===== config.mk =====
export PLATFORM = sky130hd
export DESIGN_NAME = cursor_overlay
export DESIGN_NICKNAME = d
export VERILOG_FILES = /design/src/rtl/cursor_ovl_pkg.sv /design/src/rtl/cursor_ovl_regs.sv /design/src/rtl/cursor_ovl_hit.sv /design/src/rtl/cursor_ovl_mix.sv /design/src/rtl/cursor_overlay.sv
export SDC_FILE = /design/constraint.sdc
export NUM_CORES = 2
export LEC_CHECK = 0
export CAP_MARGIN = 15
export CORE_AREA = 2 2 538 540
export CTS_CLUSTER_DIAMETER = 100
export DETAILED_ROUTE_END_ITERATION = 8
export DIE_AREA = 0 0 540 542
export GPL_TIMING_DRIVEN = 1
export SLEW_MARGIN = 0
export SYNTH_ARGS = -nofsm -noshare
export SYNTH_HDL_FRONTEND = slang
export SYNTH_SLANG_ARGS = --single-unit
export TNS_END_PERCENT = 1

===== constraint.sdc =====
create_clock -name clk -period 3.6 [get_ports clk]
set_clock_uncertainty 0.05 [all_clocks]
set_input_delay 0.72 -clock clk [delete_from_list [all_inputs] [get_ports clk]]
set_output_delay 0.72 -clock clk [all_outputs]
set_load 0.03 [all_outputs]

===== src/rtl/cursor_ovl_pkg.sv =====
package cursor_ovl_pkg;

    localparam int DATA_W  = 32;
    localparam int ADDR_W  = 12;
    localparam int COORD_W = 16;
    localparam int BASE_W  = 8;
    localparam int OUT_W   = 9;
    localparam int CUR_DIM = 32;
    localparam int ROW_W   = $clog2(CUR_DIM);

    localparam logic [ADDR_W-1:0] OFF_MISC  = 12'h818;
    localparam logic [ADDR_W-1:0] OFF_POS   = 12'h8FC;
    localparam logic [ADDR_W-1:0] OFF_MASK  = 12'h900;
    localparam logic [ADDR_W-1:0] OFF_COLR  = 12'h980;
    localparam logic [ADDR_W-1:0] PLANE_SPAN = ADDR_W'(CUR_DIM * 4);

    localparam logic [DATA_W-1:0]  MISC_FLAG = 32'h0200_0000;
    localparam logic [COORD_W-1:0] PARK_X    = 16'hF000;
    localparam logic [OUT_W-1:0]   ENT_BG    = 9'd258;
    localparam logic [OUT_W-1:0]   ENT_FG    = 9'd259;

    typedef logic [CUR_DIM-1:0] cur_row_t;
    typedef cur_row_t [CUR_DIM-1:0] cur_plane_t;

endpackage


===== src/rtl/cursor_ovl_regs.sv =====
module cursor_ovl_regs
    import cursor_ovl_pkg::*;
(
    input  logic               clk,
    input  logic               rst_n,
    input  logic               reg_wr,
    input  logic               reg_rd,
    input  logic [ADDR_W-1:0]  reg_addr,
    input  logic [DATA_W-1:0]  reg_wdata,
    output logic [DATA_W-1:0]  reg_rdata,
    output logic [COORD_W-1:0] cur_x,
    output logic [COORD_W-1:0] cur_y,
    output cur_plane_t         mask_plane,
    output cur_plane_t         colr_plane
);

    typedef struct packed {
        logic [COORD_W-1:0] x;
        logic [COORD_W-1:0] y;
        logic [DATA_W-1:0]  misc;
        cur_plane_t         mask;
        cur_plane_t         colr;
        logic [DATA_W-1:0]  rdata;
    } regs_t;

    localparam regs_t REGS_RST = '{x: PARK_X, y: '0, misc: '0,
                                   mask: '0, colr: '0, rdata: '0};

    regs_t st_d, st_q;

    logic [ADDR_W-1:0] mask_off_d, colr_off_d;
    logic [ROW_W-1:0]  mask_row_d, colr_row_d;
    logic              in_mask_d, in_colr_d, is_pos_d, is_misc_d, mapped_d;

    always_comb begin
        mask_off_d = reg_addr - OFF_MASK;
        colr_off_d = reg_addr - OFF_COLR;
        mask_row_d = ROW_W'(mask_off_d >> 2);
        colr_row_d = ROW_W'(colr_off_d >> 2);
        in_mask_d  = (reg_addr >= OFF_MASK) && (reg_addr < OFF_MASK + PLANE_SPAN);
        in_colr_d  = (reg_addr >= OFF_COLR) && (reg_addr < OFF_COLR + PLANE_SPAN);
        is_pos_d   = (reg_addr == OFF_POS);
        is_misc_d  = (reg_addr == OFF_MISC);
        mapped_d   = in_mask_d || in_colr_d || is_pos_d || is_misc_d;

        st_d = st_q;
        if (reg_wr) begin
            if (is_pos_d) begin
                st_d.x = reg_wdata[DATA_W-1 -: COORD_W];
                st_d.y = reg_wdata[COORD_W-1:0];
            end else if (in_mask_d) begin
                st_d.mask[mask_row_d] = reg_wdata[DATA_W-1 -: CUR_DIM];
            end else if (in_colr_d) begin
                st_d.colr[colr_row_d] = reg_wdata[DATA_W-1 -: CUR_DIM];
            end else if (is_misc_d) begin
                st_d.misc = reg_wdata;
            end
        end
        if (reg_rd) begin
            st_d.rdata = is_misc_d ? (st_q.misc | MISC_FLAG) : '0;
        end
    end

    always_ff @(posedge clk or negedge rst_n) begin
        if (!rst_n) st_q <= REGS_RST;
        else        st_q <= st_d;
    end

    assign reg_rdata  = st_q.rdata;
    assign cur_x      = st_q.x;
    assign cur_y      = st_q.y;
    assign mask_plane = st_q.mask;
    assign colr_plane = st_q.colr;


    reset_park_chk: assert property (@(posedge clk) disable iff (!rst_n)
        $rose(rst_n) |-> (cur_x == PARK_X && mask_plane == '0));


    pos_load_chk: assert property (@(posedge clk) disable iff (!rst_n)
        (reg_wr && reg_addr == OFF_POS) |=> ({cur_x, cur_y} == $past(reg_wdata)));


    misc_flag_chk: assert property (@(posedge clk) disable iff (!rst_n)
        (reg_rd && reg_addr == OFF_MISC) |=> ((reg_rdata & MISC_FLAG) == MISC_FLAG));


    unmapped_rd_chk: assert property (@(posedge clk) disable iff (!rst_n)
        (reg_rd && reg_addr != OFF_MISC) |=> (reg_rdata == '0));


    unmapped_wr_chk: assert property (@(posedge clk) disable iff (!rst_n)
        (reg_wr && !mapped_d) |=> ($stable(cur_x) && $stable(cur_y) &&
                                   $stable(mask_plane) && $stable(colr_plane)));


    rdata_hold_chk: assert property (@(posedge clk) disable iff (!rst_n)
        !reg_rd |=> $stable(reg_rdata));

endmodule


===== src/rtl/cursor_ovl_hit.sv =====
module cursor_ovl_hit
    import cursor_ovl_pkg::*;
(
    input  logic [COORD_W-1:0] pix_x,
    input  logic [COORD_W-1:0] pix_y,
    input  logic [COORD_W-1:0] cur_x,
    input  logic [COORD_W-1:0] cur_y,
    input  logic [COORD_W-1:0] scr_width,
    input  cur_plane_t         mask_plane,
    input  cur_plane_t         colr_plane,
    output logic               ovl_hit,
    output logic               ovl_fg
);

    localparam logic [COORD_W:0]  DIM_EXT = (COORD_W+1)'(CUR_DIM);
    localparam logic [ROW_W-1:0]  LAST_COL = ROW_W'(CUR_DIM - 1);

    logic [COORD_W:0] dx, dy;
    logic [ROW_W-1:0] row, col, bitpos;
    logic             row_in, col_in, shown;
    cur_row_t         mask_row, colr_row;

    always_comb begin
        dx     = {1'b0, pix_x} - {1'b0, cur_x};
        dy     = {1'b0, pix_y} - {1'b0, cur_y};
        row_in = (pix_y >= cur_y) && (dy < DIM_EXT);
        col_in = (pix_x >= cur_x) && (dx < DIM_EXT) && (pix_x < scr_width);
        shown  = (cur_x < scr_width);
        row    = dy[ROW_W-1:0];
        col    = dx[ROW_W-1:0];
        bitpos = LAST_COL - col;
        mask_row = mask_plane[row];
        colr_row = colr_plane[row];
        ovl_hit  = row_in && col_in && shown && mask_row[bitpos];
        ovl_fg   = colr_row[bitpos];
    end

endmodule


===== src/rtl/cursor_ovl_mix.sv =====
module cursor_ovl_mix
    import cursor_ovl_pkg::*;
(
    input  logic              clk,
    input  logic              rst_n,
    input  logic              pix_valid,
    input  logic [BASE_W-1:0] pix_base,
    input  logic              ovl_hit,
    input  logic              ovl_fg,
    output logic              out_valid,
    output logic [OUT_W-1:0]  out_index
);

    typedef struct packed {
        logic             valid;
        logic [OUT_W-1:0] index;
    } mix_t;

    mix_t st_d, st_q;

    always_comb begin
        st_d       = st_q;
        st_d.valid = pix_valid;
        if (pix_valid) begin
            if (ovl_hit) st_d.index = ovl_fg ? ENT_FG : ENT_BG;
            else         st_d.index = OUT_W'(pix_base);
        end
    end

    always_ff @(posedge clk or negedge rst_n) begin
        if (!rst_n) st_q <= '0;
        else        st_q <= st_d;
    end

    assign out_valid = st_q.valid;
    assign out_index = st_q.index;


    valid_follow_chk: assert property (@(posedge clk) disable iff (!rst_n)
        pix_valid |=> out_valid);


    idle_follow_chk: assert property (@(posedge clk) disable iff (!rst_n)
        !pix_valid |=> !out_valid);


    entry_range_chk: assert property (@(posedge clk) disable iff (!rst_n)
        out_valid |-> (out_index < OUT_W'(256) || out_index == ENT_BG || out_index == ENT_FG));


    fg_select_chk: assert property (@(posedge clk) disable iff (!rst_n)
        (pix_valid && ovl_hit && ovl_fg) |=> (out_index == ENT_FG));


    pass_select_chk: assert property (@(posedge clk) disable iff (!rst_n)
        (pix_valid && !ovl_hit) |=> (out_index == OUT_W'($past(pix_base))));

endmodule


===== src/rtl/cursor_overlay.sv =====
module cursor_overlay
    import cursor_ovl_pkg::*;
(
    input  logic               clk,
    input  logic               rst_n,
    input  logic               reg_wr,
    input  logic               reg_rd,
    input  logic [ADDR_W-1:0]  reg_addr,
    input  logic [DATA_W-1:0]  reg_wdata,
    output logic [DATA_W-1:0]  reg_rdata,
    input  logic [COORD_W-1:0] scr_width,
    input  logic               pix_valid,
    input  logic [COORD_W-1:0] pix_x,
    input  logic [COORD_W-1:0] pix_y,
    input  logic [BASE_W-1:0]  pix_base,
    output logic               out_valid,
    output logic [OUT_W-1:0]   out_index
);

    logic [COORD_W-1:0] cur_x, cur_y;
    cur_plane_t         mask_plane, colr_plane;
    logic               ovl_hit, ovl_fg;

    cursor_ovl_regs u_regs (
        .clk        (clk),
        .rst_n      (rst_n),
        .reg_wr     (reg_wr),
        .reg_rd     (reg_rd),
        .reg_addr   (reg_addr),
        .reg_wdata  (reg_wdata),
        .reg_rdata  (reg_rdata),
        .cur_x      (cur_x),
        .cur_y      (cur_y),
        .mask_plane (mask_plane),
        .colr_plane (colr_plane)
    );

    cursor_ovl_hit u_hit (
        .pix_x      (pix_x),
        .pix_y      (pix_y),
        .cur_x      (cur_x),
        .cur_y      (cur_y),
        .scr_width  (scr_width),
        .mask_plane (mask_plane),
        .colr_plane (colr_plane),
        .ovl_hit    (ovl_hit),
        .ovl_fg     (ovl_fg)
    );

    cursor_ovl_mix u_mix (
        .clk       (clk),
        .rst_n     (rst_n),
        .pix_valid (pix_valid),
        .pix_base  (pix_base),
        .ovl_hit   (ovl_hit),
        .ovl_fg    (ovl_fg),
        .out_valid (out_valid),
        .out_index (out_index)
    );


    above_rows_chk: assert property (@(posedge clk) disable iff (!rst_n)
        (pix_valid && pix_y < cur_y) |=> (out_index == OUT_W'($past(pix_base))));


    below_rows_chk: assert property (@(posedge clk) disable iff (!rst_n)
        (pix_valid && ({1'b0, pix_y} >= {1'b0, cur_y} + (COORD_W+1)'(CUR_DIM)))
        |=> (out_index == OUT_W'($past(pix_base))));


    hidden_pass_chk: assert property (@(posedge clk) disable iff (!rst_n)
        (pix_valid && cur_x >= scr_width) |=> (out_index == OUT_W'($past(pix_base))));


    beyond_width_chk: assert property (@(posedge clk) disable iff (!rst_n)
        (pix_valid && pix_x >= scr_width) |=> (out_index == OUT_W'($past(pix_base))));

endmodule


==> run summary <==
===============================================================================================
Result of the run                                                                  complete, but fails checks
Failing checks                                                                     setup timing
Maximum number of pins on one net before global-route repair                                149
Average vias per placed instance                                                          5.517
Final number of setup-violating endpoints                                                     9
Overall die width                                                                        540 µm
Clk_lat worst skew                                                                      0.89 ns
Area taken by flip-flops and latches                                                 53,880 µm²
Initial DRC Count                                                                         5,026
Std-Cell Rows                                                                               197
CTS H-tree lvls                                                                               4
Launch point of the critical path                                                      pix_y[0]
IR Drop Worst-Case VDD                                                                 424.2 µV
Setup crit start kind                                                              primary input
Actual slew at the worst max-slew pin                                                  1.150 ns
Net Count, Synth                                                                          6,819
# clock sinks                                                                             2,153
Pre-CTS setup slack                                                                   -2.321 ns
IO Port Bufs                                                                                146
Fraction of final layout cells with drive strength greater than 1                        53.18%
EDFF count, synth                                                                             0
Cells after DPL                                                                          10,590
Cells after synthesis                                                                     6,650
End of the worst register-to-register path                                         u_mix.out_index[0]
TNS Setup                                                                             -9.182 ns
Data arrival at the endpoint of the critical path                                       5.42 ns
Flip-flop cell with the highest count after synthesis                              sky130_fd_sc_hd__dfrtp_1
Placed cell area                                                                    110,700 µm²
Clock period minus worst slack                                                         4.722 ns
Non-filler cells, final                                                                  11,010
Overall routing resource usage                                                           20.63%
Hold violation count in the final report                                                      0
Post-CTS setup-driven buffer insertion count                                                  0
Cell area after layout                                                              118,800 µm²
Cell area after synthesis                                                            99,910 µm²
Final nets                                                                                7,203
Maximum root-to-sink buffer count                                                             3
Filler Cell Count                                                                        26,140
Top-level I/O count                                                                         147
Endpoint of the worst setup timing path                                            u_mix.out_index[0]
Final max-slew violation count                                                                0
Via count of the first global-routing pass                                               65,020
Initial antenna violation count                                                              18
Via Count                                                                                60,760
Crit path capture type                                                                     flop
Area used by multi-input combinational logic                                         43,270 µm²
Worst Path Max Fanout                                                                        35
Global-route wire length before repair                                               450,100 µm
Die Ht                                                                                   542 µm
CTS buffer count                                                                            223
Tightest hold margin                                                                  0.1285 ns
Maximum Capacitance Violations                                                                0
Final worst slack                                                                     -1.122 ns
Worst Setup Path Type                                                                 in -> reg
Data required, critical path                                                            4.30 ns
Worst Reg2Reg Path Length in Cells                                                           14
Gp weighted congestion                                                                   0.8860
Slew headroom                                                                            22.75%
Min-Delay Path Class                                                                  in -> reg
GRT Residual Overflow                                                                         0
Core Area                                                                           286,900 µm²
Lkg Pwr                                                                                56.85 nW
Average cell area after synthesis                                                     15.02 µm²
Total power density per cell area                                                  452.0 nW/µm²
Syn. warnings                                                                                 0
Clock tree from TritonCTS                                                                 built
Cell variety after synth                                                                     74
Clock input transition at the sequential cells of the worst setup and hold paths        0.06 ns
Initial core utilization                                                                 34.82%
Post-DR wirelength/cell                                                                27.40 µm
Proportion of synthesized chip area in sequential cells                                  53.93%
Period utilisation layout                                                                131.2%
Detail Placement HPWL                                                                193,300 µm
Sum of routed wire length over all layers                                            301,700 µm
Max Freq                                                                             0.2118 GHz
Root buffer cell                                                                   sky130_fd_sc_hd__clkbuf_16
Reg-to-reg critical path startpoint                                                u_regs.cur_y[0]
Die area                                                                            292,700 µm²
Setup repair after global routing missed its margin                                        true
Total of flip-flops plus latches after synthesis                                          2,153
Total iterations of the first detailed-routing run                                            5
R2R setup slack                                                                        -1.08 ns
Number of nets with antenna violations after routing                                          0
Post-synthesis async set-or-reset flop share                                             100.0%
DRC errors left                                                                               0
Area growth from synthesis to layout                                                     18.95%
===============================================================================================
[critical path, cell delays in order]
cell	delay (ns)
sky130_fd_sc_hd__clkdlybuf4s50_1	0.52
sky130_fd_sc_hd__inv_1	0.09
sky130_fd_sc_hd__ha_4	0.16
sky130_fd_sc_hd__fa_4	0.80
sky130_fd_sc_hd__buf_12	0.20
sky130_fd_sc_hd__buf_12	0.27
sky130_fd_sc_hd__buf_16	0.26
sky130_fd_sc_hd__mux4_2	0.35
sky130_fd_sc_hd__mux4_2	0.49
sky130_fd_sc_hd__o22a_1	0.30
sky130_fd_sc_hd__a31oi_2	0.31
sky130_fd_sc_hd__nor3_1	0.08
sky130_fd_sc_hd__o22a_1	0.23
sky130_fd_sc_hd__a31oi_4	0.27
sky130_fd_sc_hd__buf_4	0.18
sky130_fd_sc_hd__o31ai_1	0.07
[cells in the mapped netlist, types with 35 or more instances]
| cell type | count | area, µm² |
|---|---|---|
| sky130_fd_sc_hd__ha_1 | 62 | 775.7 |
| sky130_fd_sc_hd__nor2_1 | 90 | 337.8 |
| sky130_fd_sc_hd__a21oi_1 | 53 | 265.3 |
| sky130_fd_sc_hd__nand3_1 | 79 | 395.4 |
| sky130_fd_sc_hd__mux2i_1 | 84 | 840.8 |
| sky130_fd_sc_hd__mux2_2 | 2115 | 23820 |
| sky130_fd_sc_hd__mux4_2 | 525 | 11820 |
| sky130_fd_sc_hd__dfrtp_1 | 2149 | 53780 |
| sky130_fd_sc_hd__clkbuf_1 | 382 | 1434 |
| sky130_fd_sc_hd__o21ai_0 | 35 | 175.2 |
| sky130_fd_sc_hd__inv_1 | 76 | 285.3 |
| sky130_fd_sc_hd__buf_4 | 75 | 563.0 |
| sky130_fd_sc_hd__buf_2 | 62 | 310.3 |
| sky130_fd_sc_hd__buf_1 | 122 | 457.9 |
| sky130_fd_sc_hd__nand2_1 | 312 | 1171 |
[state kept, by name (all words and copies together), names as in the netlist]
register,count
u_mix.out_valid,1
u_regs.cur_x,16
u_regs.cur_y,16
u_regs.mask_plane,1024
u_mix.out_index,9
u_regs.colr_plane,1024
u_regs.st_q,31
u_regs.reg_rdata,32
[placed cells by master, fill, tap and decap left out, drive strengths merged, types with 64 or more instances in the layout]
| cell type | count |
|---|---|
| dfrtp | 2149 |
| mux2 | 2115 |
| buf | 704 |
| mux4 | 529 |
| nand2 | 313 |
| clkbuf | 309 |
| clkdlybuf4s50 | 113 |
| nor2 | 91 |
| inv | 87 |
| mux2i | 84 |
| nand3 | 79 |
| clkinv | 64 |
[through the flow]
stage	power (mW)	utilization, %
global route	55.57	41.42
global placement	29.20	38.57
floorplan	27.02	-
detailed placement	29.28	38.57
finish	53.72	41.42
CTS	54.20	41.41
[worst min path at each step]
stage / end / startpoint / slack (ns) / depth (start not counted)
after CTS: u_regs.mask_plane[834] / reg_wdata[2] / 0.06 / 2
after floorplan: u_mix.out_index[0] / rst_n / 0.37 / 0
final: u_regs.mask_plane[834] / reg_wdata[2] / 0.13 / 2
after global routing: u_regs.mask_plane[834] / reg_wdata[2] / 0.10 / 2
after global placement: u_regs.reg_rdata[25] / u_regs.reg_rdata[25] / 0.41 / 1
after detailed placement: u_regs.reg_rdata[25] / u_regs.reg_rdata[25] / 0.42 / 1
[final cells by class]
type                    count  share of cell area, %
diodes                      3               0.006317
flip-flops and latches   2153                  45.34
multi-input cells        3760                  36.41
repair buffers            819                  7.325
clock buffers             309                  5.416
well taps                3781                  3.981
inverters                  77                 0.2495
clock inverters           110                  1.279
[timing repair]
| item | 4_1_cts | 5_1_grt |
|---|---|---|
| hold endpoints to repair | 172 | 0 |
| endpoints found under the setup margin | 9 | 9 |
| pin swaps | 1 | 0 |
| resized for setup | 36 | 6 |
| hold buffers | 1 | 0 |
| cloned | 1 | 0 |
[where the power goes]
group | leakage [nW] | switching (mW) | internal [mW] | total, mW
Sequential | 30.0 | 0.175 | 24.6 | 24.7
Combinational | 22.9 | 2.52 | 1.60 | 4.12
Clock | 3.94 | 10.2 | 14.7 | 24.9
[metal layers]
metal,wire length (µm),track usage [%],vias to the layer above
met5,71,0,-
met4,8659,5.872,12
met3,15780,3.340,452
met2,144100,33.64,1614
met1,133100,28.39,33330
li1,-,-,25350
[cell families after synthesis]
| group | count (synthesis) | synth area share, % |
|---|---|---|
| AO/OA/AOI/OAI | 327 | 2.382 |
| flip-flops | 2153 | 53.93 |
| multiplexers | 2728 | 36.62 |
| buffers and inverters | 737 | 3.304 |
| adder cells (fa/ha/maj) | 64 | 0.8165 |
| AND/OR/NAND/NOR | 624 | 2.803 |
| XOR/XNOR | 17 | 0.1490 |
(Power assumes the default switching activity.)
